File: src/rtl/cmd_ring_pkg.sv
package cmd_ring_pkg;
    localparam int CMD_W       = 32;
    localparam int REG_W       = 32;
    localparam int MAX_ENTRIES = 256;
    localparam int PTR_W       = $clog2(MAX_ENTRIES);
    localparam int SMALL_LOG   = 1;
    localparam int MID_LOG     = 4;
    localparam int ENTRY_SHIFT = $clog2(CMD_W / 8);
    localparam int ALIGN_BITS  = 7;
    localparam int REG_AW      = 3;

    typedef enum logic [REG_AW-1:0] {
        RA_CTRL    = 3'd0,
        RA_SIZE    = 3'd1,
        RA_BASE_LO = 3'd2,
        RA_BASE_HI = 3'd3,
        RA_WPTR    = 3'd4,
        RA_RPTR    = 3'd5
    } reg_addr_e;

    typedef enum logic [1:0] {
        ST_IDLE,
        ST_REQ,
        ST_WAIT,
        ST_HOLD
    } fetch_state_e;

    function automatic logic [PTR_W-1:0] idx_mask(input logic [1:0] code);
        case (code)
            2'd0:    return PTR_W'((1 << SMALL_LOG) - 1);
            2'd1:    return PTR_W'((1 << MID_LOG) - 1);
            default: return '1;
        endcase
    endfunction
endpackage

File: src/rtl/cmd_ring_regs.sv
module cmd_ring_regs
    import cmd_ring_pkg::*;
#(
    parameter int ADDR_W = 64
) (
    input  logic              clk,
    input  logic              rst_n,
    input  logic              wr_en,
    input  logic [REG_AW-1:0] reg_addr,
    input  logic [REG_W-1:0]  wdata,
    output logic [REG_W-1:0]  rdata,
    input  logic              rp_inc,
    output logic              run,
    output logic              pending,
    output logic [PTR_W-1:0]  next_idx,
    output logic [ADDR_W-1:0] base
);
    localparam int HI_W = ADDR_W - REG_W;

    logic              run_q;
    logic [1:0]        size_q;
    logic [REG_W-1:0]  base_lo_q;
    logic [HI_W-1:0]   base_hi_q;
    logic [PTR_W-1:0]  wp_q, rp_q;
    logic [PTR_W-1:0]  mask, rp_idx, wp_idx;
    logic              wr_ctrl, rp_clr;

    assign wr_ctrl = wr_en && (reg_addr == RA_CTRL);
    assign rp_clr  = wr_ctrl && wdata[1];

    always_comb begin
        mask     = idx_mask(size_q);
        rp_idx   = rp_q & mask;
        wp_idx   = wp_q & mask;
        next_idx = (rp_idx + PTR_W'(1)) & mask;
        pending  = (rp_idx != wp_idx);
        run      = run_q;
        base     = {base_hi_q, base_lo_q};
    end

    always_ff @(posedge clk or negedge rst_n) begin
        if (!rst_n) begin
            run_q     <= 1'b0;
            size_q    <= 2'd0;
            base_lo_q <= '0;
            base_hi_q <= '0;
            wp_q      <= '0;
        end else if (wr_en) begin
            case (reg_addr)
                RA_CTRL:    run_q     <= wdata[0];
                RA_SIZE:    size_q    <= wdata[1:0];
                RA_BASE_LO: base_lo_q <= {wdata[REG_W-1:ALIGN_BITS], ALIGN_BITS'(0)};
                RA_BASE_HI: base_hi_q <= wdata[HI_W-1:0];
                RA_WPTR:    wp_q      <= wdata[PTR_W-1:0];
                default:    ;
            endcase
        end
    end

    always_ff @(posedge clk or negedge rst_n) begin
        if (!rst_n)      rp_q <= '0;
        else if (rp_clr) rp_q <= '0;
        else if (rp_inc) rp_q <= next_idx;
    end

    always_comb begin
        case (reg_addr)
            RA_CTRL:    rdata = REG_W'(run_q);
            RA_SIZE:    rdata = REG_W'(size_q);
            RA_BASE_LO: rdata = base_lo_q;
            RA_BASE_HI: rdata = REG_W'(base_hi_q);
            RA_WPTR:    rdata = REG_W'(wp_q);
            RA_RPTR:    rdata = REG_W'(rp_idx);
            default:    rdata = '0;
        endcase
    end

    // the read pointer moves only on a returned command or a clear
    p_rp_hold_r4: assert property (@(posedge clk) disable iff (!rst_n)
        (!rp_clr && !rp_inc) |=> (rp_q == $past(rp_q)));

    // a clear request zeroes the read pointer
    p_rp_clear_r12: assert property (@(posedge clk) disable iff (!rst_n)
        rp_clr |=> (rp_q == '0));
endmodule

File: src/rtl/cmd_ring_fsm.sv
module cmd_ring_fsm
    import cmd_ring_pkg::*;
#(
    parameter int ADDR_W = 64
) (
    input  logic              clk,
    input  logic              rst_n,
    input  logic              run,
    input  logic              pending,
    input  logic [ADDR_W-1:0] base,
    input  logic [PTR_W-1:0]  next_idx,
    input  logic              frame_start,
    input  logic              mem_req_ready,
    input  logic              mem_rsp_valid,
    input  logic [CMD_W-1:0]  mem_rsp_data,
    output logic              mem_req_valid,
    output logic [ADDR_W-1:0] mem_req_addr,
    output logic              rp_inc,
    output logic              hold_valid,
    output logic [CMD_W-1:0]  hold_data
);
    fetch_state_e      state_q, state_d;
    logic [ADDR_W-1:0] addr_q;
    logic [CMD_W-1:0]  data_q;

    always_ff @(posedge clk or negedge rst_n) begin
        if (!rst_n) state_q <= ST_IDLE;
        else        state_q <= state_d;
    end

    always_comb begin
        state_d = state_q;
        unique case (state_q)
            ST_IDLE: if (run && pending) state_d = ST_REQ;
            ST_REQ:  if (mem_req_ready)  state_d = ST_WAIT;
            ST_WAIT: if (mem_rsp_valid)  state_d = ST_HOLD;
            ST_HOLD: if (frame_start)    state_d = ST_IDLE;
        endcase
    end

    always_ff @(posedge clk or negedge rst_n) begin
        if (!rst_n) begin
            addr_q <= '0;
            data_q <= '0;
        end else begin
            if (state_q == ST_IDLE && state_d == ST_REQ)
                addr_q <= base + (ADDR_W'(next_idx) << ENTRY_SHIFT);
            if (state_q == ST_WAIT && mem_rsp_valid)
                data_q <= mem_rsp_data;
        end
    end

    always_comb begin
        mem_req_valid = 1'b0;
        rp_inc        = 1'b0;
        hold_valid    = 1'b0;
        unique case (state_q)
            ST_IDLE: ;
            ST_REQ:  mem_req_valid = 1'b1;
            ST_WAIT: rp_inc        = mem_rsp_valid;
            ST_HOLD: hold_valid    = 1'b1;
        endcase
        mem_req_addr = addr_q;
        hold_data    = data_q;
    end

    // a stalled request keeps its address
    p_req_hold_r13: assert property (@(posedge clk) disable iff (!rst_n)
        (mem_req_valid && !mem_req_ready) |=> (mem_req_valid && $stable(mem_req_addr)));

    // drained and idle means no request next cycle
    p_idle_quiet_r4: assert property (@(posedge clk) disable iff (!rst_n)
        (state_q == ST_IDLE && !pending) |=> !mem_req_valid);

    // stopped and idle raises nothing
    p_stop_no_req_r11: assert property (@(posedge clk) disable iff (!rst_n)
        (state_q == ST_IDLE && !run) |=> !mem_req_valid);

    // a returned command is buffered for the next frame
    p_fetch_buffered_r7: assert property (@(posedge clk) disable iff (!rst_n)
        rp_inc |=> hold_valid);
endmodule

File: src/rtl/cmd_ring_slot.sv
module cmd_ring_slot
    import cmd_ring_pkg::*;
(
    input  logic             clk,
    input  logic             rst_n,
    input  logic             frame_start,
    input  logic             hold_valid,
    input  logic [CMD_W-1:0] hold_data,
    output logic [CMD_W-1:0] slot_cmd,
    output logic             slot_valid
);
    always_ff @(posedge clk or negedge rst_n) begin
        if (!rst_n) begin
            slot_cmd   <= '0;
            slot_valid <= 1'b0;
        end else if (frame_start) begin
            slot_cmd   <= hold_valid ? hold_data : '0;
            slot_valid <= hold_valid;
        end
    end

    // the slot only changes at a frame boundary
    p_slot_stable_r7: assert property (@(posedge clk) disable iff (!rst_n)
        !frame_start |=> ($stable(slot_cmd) && $stable(slot_valid)));

    // an empty frame carries a null, not-valid slot
    p_empty_null_r8: assert property (@(posedge clk) disable iff (!rst_n)
        (frame_start && !hold_valid) |=> (!slot_valid && slot_cmd == '0));
endmodule

File: src/rtl/cmd_ring_fetcher.sv
module cmd_ring_fetcher
    import cmd_ring_pkg::*;
#(
    parameter int ADDR_W = 64
) (
    input  logic              clk,
    input  logic              rst_n,
    input  logic              reg_wr_en,
    input  logic [REG_AW-1:0] reg_addr,
    input  logic [REG_W-1:0]  reg_wdata,
    output logic [REG_W-1:0]  reg_rdata,
    output logic              mem_req_valid,
    input  logic              mem_req_ready,
    output logic [ADDR_W-1:0] mem_req_addr,
    input  logic              mem_rsp_valid,
    input  logic [CMD_W-1:0]  mem_rsp_data,
    input  logic              frame_start,
    output logic [CMD_W-1:0]  slot_cmd,
    output logic              slot_valid
);
    logic              run, pending, rp_inc, hold_valid;
    logic [PTR_W-1:0]  next_idx;
    logic [ADDR_W-1:0] base;
    logic [CMD_W-1:0]  hold_data;

    cmd_ring_regs #(.ADDR_W(ADDR_W)) u_regs (
        .clk(clk), .rst_n(rst_n), .wr_en(reg_wr_en), .reg_addr(reg_addr),
        .wdata(reg_wdata), .rdata(reg_rdata), .rp_inc(rp_inc), .run(run),
        .pending(pending), .next_idx(next_idx), .base(base)
    );

    cmd_ring_fsm #(.ADDR_W(ADDR_W)) u_fsm (
        .clk(clk), .rst_n(rst_n), .run(run), .pending(pending), .base(base),
        .next_idx(next_idx), .frame_start(frame_start),
        .mem_req_ready(mem_req_ready), .mem_rsp_valid(mem_rsp_valid),
        .mem_rsp_data(mem_rsp_data), .mem_req_valid(mem_req_valid),
        .mem_req_addr(mem_req_addr), .rp_inc(rp_inc),
        .hold_valid(hold_valid), .hold_data(hold_data)
    );

    cmd_ring_slot u_slot (
        .clk(clk), .rst_n(rst_n), .frame_start(frame_start),
        .hold_valid(hold_valid), .hold_data(hold_data),
        .slot_cmd(slot_cmd), .slot_valid(slot_valid)
    );

    // fetch addresses stay aligned to whole entries
    p_addr_word_r6: assert property (@(posedge clk) disable iff (!rst_n)
        mem_req_valid |-> (mem_req_addr[ENTRY_SHIFT-1:0] == '0));
endmodule

File: config.mk
export PLATFORM = sky130hd
export DESIGN_NAME = cmd_ring_fetcher
export DESIGN_NICKNAME = d
export VERILOG_FILES = /design/src/rtl/cmd_ring_pkg.sv /design/src/rtl/cmd_ring_regs.sv /design/src/rtl/cmd_ring_fsm.sv /design/src/rtl/cmd_ring_slot.sv /design/src/rtl/cmd_ring_fetcher.sv
export SDC_FILE = /design/constraint.sdc
export NUM_CORES = 1
export LEC_CHECK = 0
export ABC_CLOCK_PERIOD_IN_PS = 2800
export BUFFER_PORTS_ARGS = -buffer_cell sky130_fd_sc_hd__buf_2
export CAP_MARGIN = 20
export CORE_AREA = 2 2 175 177
export CTS_CLUSTER_DIAMETER = 80
export DETAILED_ROUTE_END_ITERATION = 7
export DIE_AREA = 0 0 177 179
export RECOVER_POWER = 100
export SETUP_SLACK_MARGIN = 0.1
export SLEW_MARGIN = 20
export SYNTH_ARGS = -nofsm -noshare
export SYNTH_HDL_FRONTEND = slang
export SYNTH_HIERARCHICAL = 1
export SYNTH_SLANG_ARGS = --single-unit
File: constraint.sdc
create_clock -name clk -period 2.8 [get_ports clk]
set_input_delay 0.28 -clock clk [delete_from_list [all_inputs] [get_ports clk]]
set_output_delay 0.28 -clock clk [all_outputs]
set_load 0.05 [all_outputs]
==> flow_summary.yaml, run 1 <==
power:
  power.share.combinational: 0.423
  switching_share: 0.456
  power_leakage_nw: 6.09
  power.clock.fraction: 0.224
  switch_pwr_mw: 6.35
  power.density_cell_area_mw_per_mm2: 1010
  cell_internal_pwr_mw: 7.57
  sequentialPowerShare: 0.353
  vdd_ir_drop_max_mv: 0.769
  total_power_mw: 13.9
cells_and_area:
  area_growth_syn_to_layout_pct: 33.0
  num_antenna_cells: 0
  drive_gt1_frac: 0.246
  filler_cell_count: 2881
  finish.net_count: 1415
hold_path:
  min_path_type: "in -> reg"
  hold_path_depth: 2
  hold_path_end: "u_regs/base_lo_q[19]"
  timing.hold.worst.start: "reg_wdata[19]"
status:
  violations_in_the_final_reports: "max-capacitance violations, max-slew violations"
  status: "finished with violations"
cts:
  ctsLongestPathBuffers: 3
  tritoncts: "yes"
  htree_num_levels: 1
  clk_transition_reported_paths_ns: 0.06
  cts_num_sinks: 207
  root_buffer_cell: "clkbuf_16"
  cts_buf_count: 24
  clock_latency_at_the_later_pin_of_the_worst_skew_pair_ns: 0.52
timing:
  whs_ns: 0.0255
  timing_max_transition_violations_final: 107
  finalCriticalPeriod_ns: 2.74
  final.period_utilization: 0.979
  max_slew.worst_pin.slew_ns: 2.15
  finalHoldViolations: 0
  rsz_0062_raised_after_global_routing: "yes"
  achievable-frequency_mhz: 365
  setup_viol_count_final: 0
  worst_clock_skew_ns: 0.0141
  timing.slew.headroom: -0.430
yosys:
  synth_top_cells_by_area: "dfrtp_1 50%, mux2_2 7.4%, nand2_1 7.4%, xnor2_1 4.7%, o21ai_0 2.7%"
  ys_seq_elements: 207
  yosys-top-cells-count: "207 x dfrtp_1, 203 x nand2_1, 68 x mux2_2, 56 x o21ai_0, 56 x xnor2_1"
  yosys.area.top_type_share: 0.501
  postSynth.asyncResetShare: 1.00
  number_of_distinct_library_cell_variants_in_the_gate_level_netlist_after_synthesis: 64
  number_of_synthesized_flops_with_an_enable_pin: 0
  synth-main-ff-cell: "dfrtp_1"
  synth_warnings: 6
  syn-cell-area_mm2: 0.0103
  synthDominantAreaCellType: "dfrtp_1"
  synthMostInstantiatedCell: "dfrtp_1"
  synthesis.area_per_instance_um2: 9.84
  seq_area_frac_synth: 0.501
  syn_inst: 1051
floorplanning:
  fp.dieArea_mm2: 0.0317
  pin_count: 203
  dieHeight_um: 179
  floorplan.rows: 64
  fp.dieW_um: 177
  core_region_area_mm2: 0.0300
  initial_core_util: 0.344
detailed_routing:
  detailedRoute.firstPassIterationCount: 5
  num_vias: 8750
  post_detailed_route_drc_marker_count: 0
  routedWlPerCell_um: 17.5
  detail-route-antenna-nets: 0
  drt_iter0_drc: 601
  viasPerCell: 5.01
  finalWirelength_mm: 30.5
global_routing:
  grt_pass1_wl_mm: 47.4
  grt-ovfl-total: 0
  initial_antenna_violation_count: 0
  maximum_number_of_pins_on_one_net_before_global_route_repair: 83
  grt_usage: 0.188
  first_global_vias: 8570
critical_path:
  largest_driver_fanout_on_the_critical_path: 7
  cp_data_arrival_time_ns: 3.14
  end_kind: "flop"
  timing.rr.start: "u_regs/size_q[1]"
  reg2reg_depth: 14
  worst-r2r-setup-slack_ns: 0.06
  critPathKind: "reg -> reg"
  crit_path_start_kind: "flop"
  worst_endpoint_required_time_ns: 3.20
  worst_r2r_endpoint: "u_fsm/mem_req_addr[35]"
placed_design:
  portBuffers: 202
  dp_hpwl_mm: 20.6
  gp_congestion: 0.860
flow_run:
  drv.max_cap_violation_count: 2
## power by group through the flow
stage               logic (mW)  clock network [mW]  registers (mW)
floorplan                 2.36                   0            6.56
global placement          5.69                   0            4.90
detailed placement        5.76                   0            4.93
CTS                       5.93                3.21            4.89
global route              6.37                3.33            5.05
finish                    5.89                3.12            4.91
## cell usage in the layout (no fill, tap or decap), types with 9 or more instances in the layout
master,n
a21oi_1,11
a22o_1,24
and3_1,9
buf_2,102
buf_4,37
clkbuf_1,111
clkbuf_16,26
dfrtp_1,205
dlygate4sd3_1,55
inv_1,46
mux2_2,68
nand2_1,203
nand3_1,49
nand4_1,12
nor2_1,23
nor3_1,11
nor4_4,14
o21ai_0,54
o21ai_1,46
xnor2_1,53
xor2_1,14
## registers in the layout (all words and copies together), names as in the netlist
signal / count
u_fsm/mem_req_addr: 64
u_regs/rp_q: 8
u_slot/slot_cmd: 32
u_regs/run: 1
u_regs/base_lo_q: 25
u_slot/slot_valid: 1
u_regs/size_q: 2
u_fsm/hold_data: 32
u_fsm/state_q: 2
u_regs/wp_q: 8
u_regs/base_hi_q: 32
## worst max-delay path: stages (launching register included)
cell	delay [ns]
dfrtp_2	0.42
nor2_4	0.04
nor2b_1	0.12
ha_2	0.20
nand3_2	0.08
or3_4	0.35
a21oi_4	0.14
ha_4	0.17
a21oi_4	0.06
o211ai_1	0.18
o21ai_4	0.15
buf_8	0.18
nor4_2	0.29
xnor2_1	0.16
o21ai_1	0.07
## per-layer routing
layer  global-route usage  routed length (µm)
met1                0.261               13900
met2                0.295               13800
met3               0.0301                1710
met4               0.0727                1060
met5                    0                   0
## kinds of logic after synthesis
| group | after synthesis | synth area share |
|---|---|---|
| compound gates | 177 | 0.104 |
| xor+xnor | 70 | 0.0593 |
| fa+ha+maj | 10 | 0.0128 |
| buf+inv | 112 | 0.0527 |
| flops | 207 | 0.501 |
| mux | 74 | 0.0804 |
| other cells | 1 | 0.000363 |
| simple gates | 400 | 0.189 |
## what timing repair did
action	4_1_cts	5_1_grt
pin swaps	19	40
gates resized for setup	29	63
buffers inserted	4	4
hold endpoints to repair	151	0
gates cloned	1	1
setup endpoints to repair	43	53
hold buffers	55	0
## stage by stage
stage                     utilization  setup WS, ns  TNS [ns]  instance area (µm²)  std cells
after global routing            0.458       -0.0611    -0.479                13700       1745
final                           0.458        0.0597         0                13700       1745
after floorplan                     -        0.0517         0                10400       1057
after global placement          0.401       -0.0192   -0.0192                12100       1638
after detailed placement        0.401        -0.101    -0.110                12100       1638
after CTS                       0.453        0.0488         0                13600       1741
## worst max-delay path by stage
stage / start / cells after the start / slack [ns] / endpoint
after floorplan: u_regs/size_q[1] / 14 / 0.05 / u_fsm/mem_req_addr[41]
after global placement: u_regs/size_q[1] / 14 / -0.02 / u_fsm/mem_req_addr[41]
after detailed placement: u_regs/size_q[1] / 14 / -0.10 / u_fsm/mem_req_addr[41]
after CTS: u_regs/size_q[1] / 14 / 0.05 / u_fsm/mem_req_addr[45]
after global routing: u_regs/size_q[1] / 14 / -0.06 / u_fsm/mem_req_addr[27]
final: u_regs/size_q[1] / 14 / 0.06 / u_fsm/mem_req_addr[35]
## cell type report
class                   count  area [µm²]  share of cell area
flip-flops and latches    207        5180               0.377
multi-input cells         738        5140               0.374
repair buffers            315        1970               0.144
clock buffers              36         717              0.0522
well taps                 396         495              0.0360
inverters                  46         173              0.0126
clock inverters             7        67.6             0.00492
No activity file was read; power rests on OpenSTA's default activity.
==> run 2: changes to the inputs <==
--- a/config.mk
+++ b/config.mk
@@ -9,11 +9,12 @@
 export BUFFER_PORTS_ARGS = -buffer_cell sky130_fd_sc_hd__buf_2
 export CAP_MARGIN = 20
 export CORE_AREA = 2 2 175 177
+export CTS_BUF_LIST = sky130_fd_sc_hd__clkbuf_16
 export CTS_CLUSTER_DIAMETER = 80
 export DETAILED_ROUTE_END_ITERATION = 7
 export DIE_AREA = 0 0 177 179
 export RECOVER_POWER = 100
-export SETUP_SLACK_MARGIN = 0.1
+export SETUP_SLACK_MARGIN = 0.5
 export SLEW_MARGIN = 20
 export SYNTH_ARGS = -nofsm -noshare
 export SYNTH_HDL_FRONTEND = slang
==> run 2 against run 1 <==
The run still ends with max-capacitance violations, max-slew violations left; first-iteration DRC count decreased by 5.5%; cell area increased by 5.1%; worst hold slack got worse by 0.013 ns; via count increased by 1.3%; utilization increased by 2.3 points.
==> flow_summary.yaml, run 2 (synthesis gave the netlist of run 1 again) <==
status:
  status: "finished with violations"
  violations_in_the_final_reports: "max-capacitance violations, max-slew violations"
cells_and_area:
  drive_gt1_frac: 0.359
  most-common-layout-cells: "205 x dfrtp_1, 198 x nand2_1, 193 x buf_2, 68 x mux2_2, 66 x o21ai_1"
  largest_reg_flops: 64
  filler_cell_count: 2758
  seq_area_mm2: 0.00518
  finalCoreUtilization: 0.481
  finalNonFillerCells: 1759
  final_cell_area_mm2: 0.0144
  commonest_non_fill_non_tap_cell_in_the_layout: "dfrtp_1"
  area_growth_syn_to_layout_pct: 39.7
  multi_input_comb_area_mm2: 0.00542
  num_antenna_cells: 0
  finish.net_count: 1428
power:
  switching_share: 0.445
  vdd_ir_drop_max_mv: 0.674
  power_leakage_nw: 6.86
  power.density_cell_area_mw_per_mm2: 1020
  power.share.combinational: 0.447
  sequentialPowerShare: 0.332
  switch_pwr_mw: 6.53
  cell_internal_pwr_mw: 8.15
  power.clock.fraction: 0.221
timing:
  worst_clock_skew_ns: 0.0282
  timing_max_transition_violations_final: 26
  whs_ns: 0.0129
  fin_ws_ns: 0.0460
  timing.slew.headroom: -0.268
  achievable-frequency_mhz: 363
  rsz_0062_raised_after_global_routing: "yes"
  max_slew.worst_pin.slew_ns: 1.90
  finalCriticalPeriod_ns: 2.75
  finalHoldViolations: 0
  final.period_utilization: 0.984
  setup_viol_count_final: 0
hold_path:
  hold_path_depth: 2
  hold_path_end: "u_regs/base_hi_q[27]"
  min_path_type: "in -> reg"
  timing.hold.worst.start: "reg_wdata[27]"
cts:
  htree_num_levels: 1
  root_buffer_cell: "clkbuf_16"
  cts_num_sinks: 207
  ctsLongestPathBuffers: 3
  tritoncts: "yes"
  clock_latency_at_the_later_pin_of_the_worst_skew_pair_ns: 0.52
  clk_transition_reported_paths_ns: 0.06
  cts_buf_count: 24
detailed_routing:
  viasPerCell: 5.04
  num_vias: 8860
  detailedRoute.firstPassIterationCount: 5
  routedWlPerCell_um: 18.1
  drt_iter0_drc: 568
  post_detailed_route_drc_marker_count: 0
  detail-route-antenna-nets: 0
  finalWirelength_mm: 31.9
critical_path:
  reg2reg_depth: 14
  critical-path-top-delay-family: "simple AND/OR/NAND/NOR gates"
  worst_path_max_delay_cell: "dfrtp_1"
  worst_endpoint_required_time_ns: 3.20
  largest_driver_fanout_on_the_critical_path: 5
  timing.rr.start: "u_regs/rp_q[1]"
  slowest_delay_ns: 0.42
  cp_data_arrival_time_ns: 3.16
  path_cells: "nor2b_4 > ha_4 > nand3_2 > or3_4 > a21oi_4 > ha_4 > nand3_2 > o211ai_1 > o21ai_2 > buf_6 > buf_16 > nor4_4 > xnor2_1 > o21ai_1"
  crit_buf_inv: 2
  crit_path_start_kind: "flop"
  worst-r2r-setup-slack_ns: 0.05
  end_kind: "flop"
  worst_r2r_endpoint: "u_fsm/mem_req_addr[41]"
  critPathKind: "reg -> reg"
placed_design:
  post_dp_cell_area_mm2: 0.0122
  dp_hpwl_mm: 21.0
  gp_congestion: 0.868
  pre_cts_ws_ns: 0.00237
  portBuffers: 202
  post-place-cells: 1644
floorplanning:
  floorplan.rows: 64
  fp.dieW_um: 177
  initial_core_util: 0.344
  pin_count: 203
  dieHeight_um: 179
  fp.dieArea_mm2: 0.0317
  core_region_area_mm2: 0.0300
global_routing:
  initial_antenna_violation_count: 0
  maximum_number_of_pins_on_one_net_before_global_route_repair: 62
  grt-ovfl-total: 0
  grt_pass1_wl_mm: 48.3
  first_global_vias: 8693
  grt_usage: 0.193
flow_run:
  drv.max_cap_violation_count: 1
-- run 2: cell type report --
cell class / instances / share of cell area
multi-input combinational: 739 / 0.375
sequential: 207 / 0.359
tap: 396 / 0.0343
clock buffer: 25 / 0.0433
inverter: 46 / 0.0122
clock inverter: 19 / 0.0132
timing repair buffer: 327 / 0.163
-- run 2: stage by stage --
step	TNS [ns]	power, mW
2_1_floorplan	0	9.01
3_3_place_gp	0	10.7
3_5_place_dp	0	10.8
4_1_cts	0	14.4
5_1_grt	-1.52	15.5
6_report	0	14.7
-- run 2: repair_timing --
action | 4_1_cts | 5_1_grt
hold buffers | 42 | 0
cloned | 5 | 3
setup endpoints to repair | 57 | 68
gates resized for setup | 59 | 84
buffers inserted | 15 | 6
pin swaps | 49 | 82
hold endpoints to repair | 104 | 0
-- run 2: metal layers --
layer  global-route usage  wire length [µm]
met5                    0                 0
met4               0.0561               745
met3               0.0297              1820
met2                0.310             14800
met1                0.270             14500
-- run 2: worst max-delay path by stage --
stage	from	to	cells after the start
floorplan	u_regs/size_q[0]	u_fsm/mem_req_addr[33]	14
finish	u_regs/rp_q[1]	u_fsm/mem_req_addr[41]	14
global route	u_regs/rp_q[1]	u_fsm/mem_req_addr[49]	14
detailed placement	u_regs/rp_q[1]	u_fsm/mem_req_addr[45]	13
CTS	u_regs/size_q[1]	u_fsm/mem_req_addr[53]	15
global placement	u_regs/size_q[1]	u_fsm/mem_req_addr[33]	14
-- run 2: power by group through the flow --
stage / combinational (mW) / sequential (mW) / clock (mW)
floorplan: 2.44 / 6.57 / 0
global placement: 5.82 / 4.87 / 0
detailed placement: 5.87 / 4.89 / 0
CTS: 6.26 / 4.85 / 3.32
global route: 7.04 / 5.03 / 3.44
finish: 6.56 / 4.88 / 3.24
